`src/rtl/aud_route_pkg.sv`:
```
package aud_route_pkg;
  localparam int REG_W = 8;
  localparam int SUB_W = 2;
  localparam int NUM_DOM = 2;

  localparam int ADR_REV  = 1;
  localparam int ADR_MCLK = 2;
  localparam int ADR_SUB  = 3;
  localparam int ADR_CDIN = 4;
  localparam int ADR_TDIN = 5;

  localparam logic [REG_W-1:0] MSK_MCLK = 8'h33;
  localparam logic [REG_W-1:0] MSK_SUB  = 8'h33;
  localparam logic [REG_W-1:0] MSK_CDIN = 8'h03;
  localparam logic [REG_W-1:0] MSK_TDIN = 8'h30;

  localparam logic [REG_W-1:0] RST_MCLK = 8'h20;
  localparam logic [REG_W-1:0] RST_SUB  = 8'h11;
  localparam logic [REG_W-1:0] RST_CDIN = 8'h00;
  localparam logic [REG_W-1:0] RST_TDIN = 8'h00;

  typedef enum logic [1:0] {
    SUB_CODEC = 2'd0,
    SUB_DEV   = 2'd1,
    SUB_HDR   = 2'd2,
    SUB_COPY  = 2'd3
  } sub_mode_e;

  typedef enum logic [1:0] {
    DIN_RX   = 2'd0,
    DIN_LOOP = 2'd1,
    DIN_HDR  = 2'd2,
    DIN_RSV  = 2'd3
  } din_sel_e;
endpackage

```
`src/rtl/aud_route_regs.sv`:
```
module aud_route_regs
  import aud_route_pkg::*;
#(
  parameter int ADDR_W = 8,
  parameter logic [REG_W-1:0] REV_ID = 8'h1A
) (
  input  logic             clk_i,
  input  logic             rst_ni,
  input  logic [ADDR_W-1:0] addr_i,
  input  logic [REG_W-1:0] wdata_i,
  input  logic             wr_en_i,
  input  logic             rd_en_i,
  output logic [REG_W-1:0] rdata_o,
  output logic [1:0]       mclk1_sel_o,
  output logic [1:0]       mclk2_sel_o,
  output logic [1:0]       sub1_sel_o,
  output logic [1:0]       sub2_sel_o,
  output logic [1:0]       cdin_sel_o,
  output logic [1:0]       tdin_sel_o
);
  logic [REG_W-1:0] mclk_q, sub_q, cdin_q, tdin_q, rd_mux;

  always_ff @(posedge clk_i or negedge rst_ni) begin
    if (!rst_ni) begin
      mclk_q <= RST_MCLK;
      sub_q  <= RST_SUB;
      cdin_q <= RST_CDIN;
      tdin_q <= RST_TDIN;
    end else if (wr_en_i) begin
      case (addr_i)
        ADDR_W'(ADR_MCLK): mclk_q <= wdata_i & MSK_MCLK;
        ADDR_W'(ADR_SUB):  sub_q  <= wdata_i & MSK_SUB;
        ADDR_W'(ADR_CDIN): cdin_q <= wdata_i & MSK_CDIN;
        ADDR_W'(ADR_TDIN): tdin_q <= wdata_i & MSK_TDIN;
        default: ;
      endcase
    end
  end

  always_comb begin
    case (addr_i)
      ADDR_W'(ADR_REV):  rd_mux = REV_ID;
      ADDR_W'(ADR_MCLK): rd_mux = mclk_q;
      ADDR_W'(ADR_SUB):  rd_mux = sub_q;
      ADDR_W'(ADR_CDIN): rd_mux = cdin_q;
      ADDR_W'(ADR_TDIN): rd_mux = tdin_q;
      default:           rd_mux = '0;
    endcase
  end

  always_ff @(posedge clk_i or negedge rst_ni) begin
    if (!rst_ni)      rdata_o <= '0;
    else if (rd_en_i) rdata_o <= rd_mux;
  end

  assign mclk1_sel_o = mclk_q[1:0];
  assign mclk2_sel_o = mclk_q[5:4];
  assign sub1_sel_o  = sub_q[1:0];
  assign sub2_sel_o  = sub_q[5:4];
  assign cdin_sel_o  = cdin_q[1:0];
  assign tdin_sel_o  = tdin_q[5:4];
endmodule

```
`src/rtl/aud_mclk_route.sv`:
```
module aud_mclk_route (
  input  logic [1:0] sel1_i,
  input  logic [1:0] sel2_i,
  input  logic       osc1_i,
  input  logic       osc2_i,
  input  logic       hdr1_i,
  input  logic       hdr2_i,
  input  logic       rmck_i,
  output logic       mclk1_o,
  output logic       mclk2_o,
  output logic       hdr1_oe_o,
  output logic       hdr2_oe_o
);
  logic base1, base2, loop;

  always_comb begin
    unique case (sel1_i)
      2'd0:    base1 = osc1_i;
      2'd1:    base1 = hdr1_i;
      default: base1 = 1'b0;  // reserved, or copy resolved below
    endcase
    unique case (sel2_i)
      2'd0:    base2 = osc2_i;
      2'd1:    base2 = hdr2_i;
      2'd2:    base2 = rmck_i;
      default: base2 = 1'b0;
    endcase
  end

  assign loop    = (sel1_i == 2'd3) && (sel2_i == 2'd3);
  assign mclk1_o = loop ? osc1_i : (sel1_i == 2'd3) ? base2 : base1;
  assign mclk2_o = loop ? osc1_i : (sel2_i == 2'd3) ? base1 : base2;

  assign hdr1_oe_o = !(sel1_i == 2'd1 || sel1_i == 2'd2);
  assign hdr2_oe_o = (sel2_i != 2'd1);
endmodule

```
`src/rtl/aud_sub_sel.sv`:
```
module aud_sub_sel
  import aud_route_pkg::*;
(
  input  sub_mode_e        mode_i,
  input  logic [SUB_W-1:0] codec_i,
  input  logic [SUB_W-1:0] dev_i,
  input  logic [SUB_W-1:0] hdr_i,
  output logic [SUB_W-1:0] own_o,
  output logic             codec_ms_o,
  output logic             dev_ms_o,
  output logic             hdr_oe_o,
  output logic             copy_o
);
  always_comb begin
    unique case (mode_i)
      SUB_CODEC: own_o = codec_i;
      SUB_DEV:   own_o = dev_i;
      SUB_HDR:   own_o = hdr_i;
      default:   own_o = '0;
    endcase
  end

  assign codec_ms_o = (mode_i == SUB_CODEC);
  assign dev_ms_o   = (mode_i == SUB_DEV);
  assign hdr_oe_o   = (mode_i != SUB_HDR);
  assign copy_o     = (mode_i == SUB_COPY);
endmodule

```
`src/rtl/aud_data_sel.sv`:
```
module aud_data_sel
  import aud_route_pkg::*;
(
  input  din_sel_e sel_i,
  input  logic     rx_i,
  input  logic     loop_i,
  input  logic     hdr_i,
  output logic     data_o
);
  always_comb begin
    unique case (sel_i)
      DIN_RX:   data_o = rx_i;
      DIN_LOOP: data_o = loop_i;
      DIN_HDR:  data_o = hdr_i;
      default:  data_o = 1'b0;
    endcase
  end
endmodule

```
`src/rtl/audio_route_matrix.sv`:
```
module audio_route_matrix
  import aud_route_pkg::*;
#(
  parameter int ADDR_W = 8,
  parameter logic [REG_W-1:0] REV_ID = 8'h1A
) (
  input  logic              clk_i,
  input  logic              rst_ni,
  input  logic [ADDR_W-1:0] addr_i,
  input  logic [REG_W-1:0]  wdata_i,
  input  logic              wr_en_i,
  input  logic              rd_en_i,
  output logic [REG_W-1:0]  rdata_o,
  input  logic              osc1_i,
  input  logic              osc2_i,
  input  logic              hdr1_mclk_i,
  input  logic              hdr2_mclk_i,
  input  logic              rx_rmck_i,
  output logic              mclk1_o,
  output logic              mclk2_o,
  output logic              hdr1_mclk_oe_o,
  output logic              hdr2_mclk_oe_o,
  input  logic [SUB_W-1:0]  codec_sub1_i,
  input  logic [SUB_W-1:0]  tx_sub_i,
  input  logic [SUB_W-1:0]  hdr1_sub_i,
  output logic [SUB_W-1:0]  codec_sub1_o,
  output logic [SUB_W-1:0]  tx_sub_o,
  output logic [SUB_W-1:0]  hdr1_sub_o,
  output logic              codec_ms1_o,
  output logic              tx_ms_o,
  output logic              hdr1_sub_oe_o,
  input  logic [SUB_W-1:0]  codec_sub2_i,
  input  logic [SUB_W-1:0]  rx_sub_i,
  input  logic [SUB_W-1:0]  hdr2_sub_i,
  output logic [SUB_W-1:0]  codec_sub2_o,
  output logic [SUB_W-1:0]  rx_sub_o,
  output logic [SUB_W-1:0]  hdr2_sub_o,
  output logic              codec_ms2_o,
  output logic              rx_ms_o,
  output logic              hdr2_sub_oe_o,
  input  logic              codec_sdout_i,
  input  logic              rx_sdout_i,
  input  logic              hdr_sdata_i,
  output logic              codec_sdin_o,
  output logic              tx_sdin_o
);
  logic [1:0] mclk1_sel, mclk2_sel, sub1_sel, sub2_sel, cdin_sel, tdin_sel;

  aud_route_regs #(.ADDR_W(ADDR_W), .REV_ID(REV_ID)) i_regs (
    .clk_i, .rst_ni, .addr_i, .wdata_i, .wr_en_i, .rd_en_i, .rdata_o,
    .mclk1_sel_o(mclk1_sel), .mclk2_sel_o(mclk2_sel),
    .sub1_sel_o(sub1_sel),   .sub2_sel_o(sub2_sel),
    .cdin_sel_o(cdin_sel),   .tdin_sel_o(tdin_sel)
  );

  aud_mclk_route i_mclk (
    .sel1_i(mclk1_sel), .sel2_i(mclk2_sel),
    .osc1_i, .osc2_i, .hdr1_i(hdr1_mclk_i), .hdr2_i(hdr2_mclk_i), .rmck_i(rx_rmck_i),
    .mclk1_o, .mclk2_o, .hdr1_oe_o(hdr1_mclk_oe_o), .hdr2_oe_o(hdr2_mclk_oe_o)
  );

  // Sub-clock domains: index 0 = domain 1, index 1 = domain 2
  logic      sub_loop;
  sub_mode_e mode    [NUM_DOM];
  logic [SUB_W-1:0] codec_src [NUM_DOM];
  logic [SUB_W-1:0] dev_src   [NUM_DOM];
  logic [SUB_W-1:0] hdr_src   [NUM_DOM];
  logic [SUB_W-1:0] own       [NUM_DOM];
  logic [SUB_W-1:0] bus       [NUM_DOM];
  logic [NUM_DOM-1:0] codec_ms, dev_ms, hdr_oe, copy;

  assign sub_loop     = (sub1_sel == 2'd3) && (sub2_sel == 2'd3);
  assign mode[0]      = sub_loop ? SUB_CODEC : sub_mode_e'(sub1_sel);
  assign mode[1]      = sub_mode_e'(sub2_sel);
  assign codec_src[0] = codec_sub1_i;
  assign codec_src[1] = codec_sub2_i;
  assign dev_src[0]   = tx_sub_i;
  assign dev_src[1]   = rx_sub_i;
  assign hdr_src[0]   = hdr1_sub_i;
  assign hdr_src[1]   = hdr2_sub_i;

  for (genvar d = 0; d < NUM_DOM; d++) begin : g_dom
    aud_sub_sel i_sub (
      .mode_i(mode[d]), .codec_i(codec_src[d]), .dev_i(dev_src[d]), .hdr_i(hdr_src[d]),
      .own_o(own[d]), .codec_ms_o(codec_ms[d]), .dev_ms_o(dev_ms[d]),
      .hdr_oe_o(hdr_oe[d]), .copy_o(copy[d])
    );
    // copy reads the other domain's own source; loop break keeps copy one-sided
    assign bus[d] = copy[d] ? own[NUM_DOM-1-d] : own[d];
  end

  assign codec_sub1_o  = bus[0];
  assign tx_sub_o      = bus[0];
  assign hdr1_sub_o    = bus[0];
  assign codec_ms1_o   = codec_ms[0];
  assign tx_ms_o       = dev_ms[0];
  assign hdr1_sub_oe_o = hdr_oe[0];
  assign codec_sub2_o  = bus[1];
  assign rx_sub_o      = bus[1];
  assign hdr2_sub_o    = bus[1];
  assign codec_ms2_o   = codec_ms[1];
  assign rx_ms_o       = dev_ms[1];
  assign hdr2_sub_oe_o = hdr_oe[1];

  din_sel_e din_sel [2];
  logic     din_out [2];
  assign din_sel[0] = din_sel_e'(cdin_sel);
  assign din_sel[1] = din_sel_e'(tdin_sel);

  for (genvar k = 0; k < 2; k++) begin : g_din
    aud_data_sel i_din (
      .sel_i(din_sel[k]), .rx_i(rx_sdout_i), .loop_i(codec_sdout_i),
      .hdr_i(hdr_sdata_i), .data_o(din_out[k])
    );
  end

  assign codec_sdin_o = din_out[0];
  assign tx_sdin_o    = din_out[1];
endmodule

```
`config.mk`:
```
export PLATFORM = sky130hd
export DESIGN_NAME = audio_route_matrix
export DESIGN_NICKNAME = d
export VERILOG_FILES = /design/src/rtl/aud_route_pkg.sv /design/src/rtl/aud_route_regs.sv /design/src/rtl/aud_mclk_route.sv /design/src/rtl/aud_sub_sel.sv /design/src/rtl/aud_data_sel.sv /design/src/rtl/audio_route_matrix.sv
export SDC_FILE = /design/constraint.sdc
export NUM_CORES = 1
export LEC_CHECK = 0
export BUFFER_PORTS_ARGS = -buffer_cell sky130_fd_sc_hd__buf_2
export CORE_ASPECT_RATIO = 0.9
export CORE_UTILIZATION = 44
export CTS_CLUSTER_SIZE = 12
export DETAILED_ROUTE_END_ITERATION = 12
export PLACE_DENSITY = 0.91
export SYNTH_ARGS = -nofsm -noshare
export SYNTH_HDL_FRONTEND = slang
export SYNTH_SLANG_ARGS = --single-unit
export TNS_END_PERCENT = 10
```
`constraint.sdc`:
```
create_clock -name clk_i -period 2.4 [get_ports clk_i]
set_clock_uncertainty 0.1 [all_clocks]
set_input_delay 0.48 -clock clk_i [delete_from_list [all_inputs] [get_ports clk_i]]
set_output_delay 0.48 -clock clk_i [all_outputs]
set_load 0.02 [all_outputs]
```
Word level (Yosys, flattened, before mapping)
Index checks and enable logic that the tools add are counted.

storage, ports and cells
  register bits after elaboration = 20
  bits of input ports = 40
  logic and storage cells = 58

operators by class
  equality and inequality tests = 25
  multiplexer cells = 14
  reduce and logical (&&, ||, !) cells = 14

operator list
  kind                                                                    number
  6-bit one-hot mux with 5 select lines                                   1
  2-bit equality test (second input constant)                             11
  8-bit by 2-bit equality test with 1-bit output (second input constant)  2
  8-bit by 3-bit equality test with 1-bit output (second input constant)  2
  2-bit by 1-bit equality test with 1-bit output (second input constant)  6
  2-bit logical NOT                                                       6
  2-bit one-hot mux with 3 select lines                                   2
  1-bit one-hot mux with 3 select lines                                   3
  8-bit by 1-bit equality test with 1-bit output (second input constant)  1
  2-bit AND reduction                                                     4
  2-bit 2-to-1 mux                                                        3
  1-bit 2-to-1 mux                                                        4
  2-bit != test (second input constant)                                   2
  1-bit logical AND                                                       2
  2-bit by 1-bit != test with 1-bit output (second input constant)        1
  1-bit one-hot mux with 2 select lines                                   1
  1-bit logical NOT                                                       1
  1-bit logical OR                                                        1

Depth between registers and ports, before layout
  word-level depth = 6
  depth in mapped cells = 6
  depth with buffers taken out = 5

Cells and area by module
Synthesis repeated with hierarchy kept, for this count alone.

unflattened totals
  cells, all modules = 133
  area total of the unflattened synthesis = 1363.8 um^2

modules (own cells, without submodules)
  module              instances  cells each  area each (um^2)
  aud_route_regs      1          78          935.9
  aud_mclk_route      1          15          130.1
  aud_sub_sel         2          9           63.8
  audio_route_matrix  1          16          125.1
  aud_data_sel        2          3           22.5

Least setup slack after synthesis
Ideal clock, no wire load.

  path type = flip-flop to output port
  from = register i_regs.sub_q[4]
  to = output port hdr1_sub_o[0]
  arrival time = 1.741 ns
  data required time = 1.820 ns
  path slack = 0.079 ns
  stages on the path, launching flop included = 7
  buffers on the path = 2
  path through = dfstp_2 buf_6 nor2b_1 nand2_1 o21ai_0 a41o_1 buf_4

on the way
  elaborated cells between the ends (all ways) = 13
  classes of those cells = eq/ne (6); mux (4); reduce/logical (3)

RTL lines
  element                                         line                      RTL
  start, declared                                 aud_route_regs.sv:21      logic [REG_W-1:0] mclk_q, sub_q, cdin_q, tdin_q, rd_mux;
  start signal, assigned                          aud_route_regs.sv:32      ADDR_W'(ADR_SUB): sub_q <= wdata_i & MSK_SUB;
  2-bit by 1-bit equality test with 1-bit output  -
  via rx_ms_o                                     audio_route_matrix.sv:39  output logic rx_ms_o,
  2-bit one-hot mux with 3 select lines           aud_sub_sel.sv:15         unique case (mode_i)
  2-bit 2-to-1 mux                                audio_route_matrix.sv:89  assign bus[d] = copy[d] ? own[NUM_DOM-1-d] : own[d];
  end, declared                                   audio_route_matrix.sv:28  output logic [SUB_W-1:0] hdr1_sub_o,

The timed path passes the listed nets, and every way through them passes these cells.

Worst setup path after layout
  from = register i_regs.sub_q[0]
  to = output port rx_sub_o[1]

on the way
  word-level cells in the longest chain between the ends = 6
  elaborated cells between the ends (all ways) = 8
  classes of those cells = eq/ne (3); mux (3); reduce/logical (2)

RTL lines
  element                                      line                      RTL
  2-bit equality test                          audio_route_matrix.sv:72  assign sub_loop = (sub1_sel == 2'd3) && (sub2_sel == 2'd3);
  1-bit logical AND                            audio_route_matrix.sv:72
  2-bit 2-to-1 mux *                           audio_route_matrix.sv:73  assign mode[0] = sub_loop ? SUB_CODEC : sub_mode_e'(sub1_sel);
  2-bit equality test (tied with other cells)  aud_sub_sel.sv:15
  2-bit one-hot mux with 3 select lines *      aud_sub_sel.sv:15
  2-bit 2-to-1 mux *                           audio_route_matrix.sv:89
  end, declared                                audio_route_matrix.sv:36  output logic [SUB_W-1:0] rx_sub_o,

Mark *: on every way between the ends. The rest lies on a longest branch, timed or not.

==> out/qor.txt <==
library cells used by synthesis - 38
async set or reset register ratio after synthesis - 1.00
beginning of the critical path - i_regs.sub_q[0]
die width - 59.0 microns
Reg clk slew, reported paths - 0.10 ns
switching part of the total - 0.322
Die Ht - 53.3 microns
core box area - 0.00277 sq mm
Clock Path Buffers - 2
CP required - 1.82 ns
clock root buffer master - clkbuf_4
Hold Fails Final Rpt - 14
internal power - 0.448 mW
most frequent cells after synthesis - dfrtp_1 (14), mux2_2 (13), buf_4 (11)
number of nets in the layout - 233
clock sinks - 17
Max VDD drop - 0.261 mV
initial DRC count - 41
Final Cycle Share - 1.02
Crit path arrival time - 1.86 ns
Rel. slew slack - 0.649
top-count cell post-synth - dfrtp_1
Max-Cap Viols - 0
sequential area share after synthesis - 0.334
Reg-to-Reg Start - i_regs.sub_q[1]
WP buf/inv - 1
# H-tree levels - 1
CP startpoint kind - flip-flop
grt ovf - 0
Slew Viols, Final - 0
LEAKAGE - 0.777 nW
Crit-path slowest cell - dfstp_2
commonest register cell after synthesis - dfrtp_1
failing checks - negative hold slack, negative setup slack
# diodes - 0
Port-buffer cells - 64
Yosys top cell area share - 0.273
gp weighted congestion - 0.818
vias in the first global route - 1139
Worst-Margin Slew - 0.519 ns
DRC viols - 0
Max Clk Rate - 0.410 GHz
WL per Instance - 12.6 microns
first-pass GRT wire length - 4670 microns
# setup viols final - 3
largest net degree at the start of global routing - 18
Total Power - 0.661 mW
Sequential Power Share - 0.474
Clock Latency Late Sink - 0.29 ns
status - complete, but fails checks
WP depth - 3
WS Path Type - flip-flop to output pin
synth top area cells - dfrtp_1 (27%), mux2_2 (11%), buf_4 (6.4%), dfstp_2 (6.1%), mux2i_1 (3.9%)
logic gate share of total power - 0.295
number of synthesis warnings - 0
initial antenna violation count - 0
fin worst setup slack - -0.0391 ns
Sum Neg Setup Slack - -0.116 ns
Initial Util - 0.464
synthesized instance count - 135
io pins - 72
CTS Hold Bufs - 0
min Tclk post-route - 2.44 ns
Synth area leader - dfrtp_1
CTS tree - built
layout cells sized above 1 - 0.497
TritonCTS Buffers - 3
CP Max Fanout - 4
critical path cell sequence - mux4_2 -> mux2_4 -> buf_6
GRT Total Usage - 0.202
worst hold slack - -0.0150 ns
Hold Crit Class - input pin to async pin
Clk network pwr share - 0.231
kind of cell adding the most delay to the critical path - multiplexers
Reg2Reg Depth - 4
hpwl dp - 2270 microns
total wire length - 2890 microns
Sw Pwr - 0.213 mW
post-route ant nets - 0
Row Count - 18
FF+latch count, synth - 17
Place WS - 0.117 ns
RSZ-0062 raised after global routing - yes
Critical Path Sink Type - output pin
area grow syn2layout - 25.4%
Initial DRT Pass Iterations - 4
Post-Syn Area - 0.00128 sq mm
PD cells - 410 mW/mm^2
Syn Area/Cell - 9.52 sq um
Post-synth EDFFs - 0
Die ar. - 0.00314 sq mm
vias - 1200
slowest stage delay, CP - 0.59 ns
vias per cell - 5.24
[worst paths after layout]
check | end | slack [ns]
worst max-delay path | rx_sub_o[1] | -0.04
worst min-delay path | i_regs.mclk_q[1] | -0.02
worst max register to register | i_regs.rdata_o[1] | 1.12
worst min register to register | i_regs.rdata_o[5] | 0.44
min in group clk_i | i_regs.rdata_o[4] | 0.34
max in group asynchronous | i_regs.sub_q[4] | 1.90
[layout make-up]
cell class	count	area [sq um]
clock buffers	4	26.3
fillers	243	1160
inverters	10	37.5
multi-input cells	91	706
flip-flops and latches	17	430
well taps	40	50.0
repair buffers	67	362
[power by group through the flow]
| stage | registers (mW) | clock network (mW) | logic, mW |
|---|---|---|---|
| 5_1_grt | 0.316 | 0.169 | 0.213 |
| 2_1_floorplan | 0.310 | 0 | 0.139 |
| 3_5_place_dp | 0.320 | 0 | 0.185 |
| 6_report | 0.314 | 0.153 | 0.195 |
| 4_1_cts | 0.314 | 0.153 | 0.194 |
| 3_3_place_gp | 0.319 | 0 | 0.182 |
[metal layers]
layer	share of wire	wire, microns	vias up	global-route usage
li1	-	-	580	-
met1	0.42	1200	556	0.214
met2	0.50	1450	57	0.398
met3	0.061	176	7	0.0269
met4	0.020	59	0	0.0873
met5	0	0	-	0
[cell usage in the layout, fill, tap and decap left out, drive strengths merged, types with 3 or more instances in the layout]
master  count
a21oi       3
a22oi       3
and3        3
buf        67
clkbuf      4
conb        3
dfrtp      14
dfstp       3
ha          3
inv        10
mux2       13
mux2i       5
nand2       8
nand2b      4
nand3       3
nor2        6
nor2b       5
o21ai       5
o22ai       6
[what timing repair did]
action / 4_1_cts / 5_1_grt
resized for setup: 8 / 3
endpoints found under the setup margin: 9 / 12
pin swaps: 0 / 1
buffers inserted: 1 / 0
endpoints found under the hold margin: 0 / 0
[kinds of logic (layout without fill, tap and decap cells)]
family                   after synthesis  in the layout  share of synthesized area
adder cells (fa/ha/maj)                3              3                     0.0292
AND/OR/NAND/NOR                       38             38                      0.175
flip-flops                            17             17                      0.334
other                                  1              3                    0.00292
AO/OA/AOI/OAI                         27             27                      0.143
multiplexers                          20             20                      0.188
buffers and inverters                 29             81                      0.128
[registers in the layout, indices dropped and copies added (netlist names)]
| signal | cells |
|---|---|
| i_regs.rdata_o | 5 |
| i_regs.mclk_q | 4 |
| i_regs.sub_q | 4 |
| i_regs.cdin_q | 2 |
| i_regs.tdin_q | 2 |
[through the flow]
stage	utilization	instances	area, sq um
6_report	0.582	229	1610
5_1_grt	0.582	229	1610
4_1_cts	0.581	229	1610
2_1_floorplan	-	137	1290
3_3_place_gp	0.560	224	1550
3_5_place_dp	0.560	224	1550
Note: power is estimated with default switching activity, not from simulation.
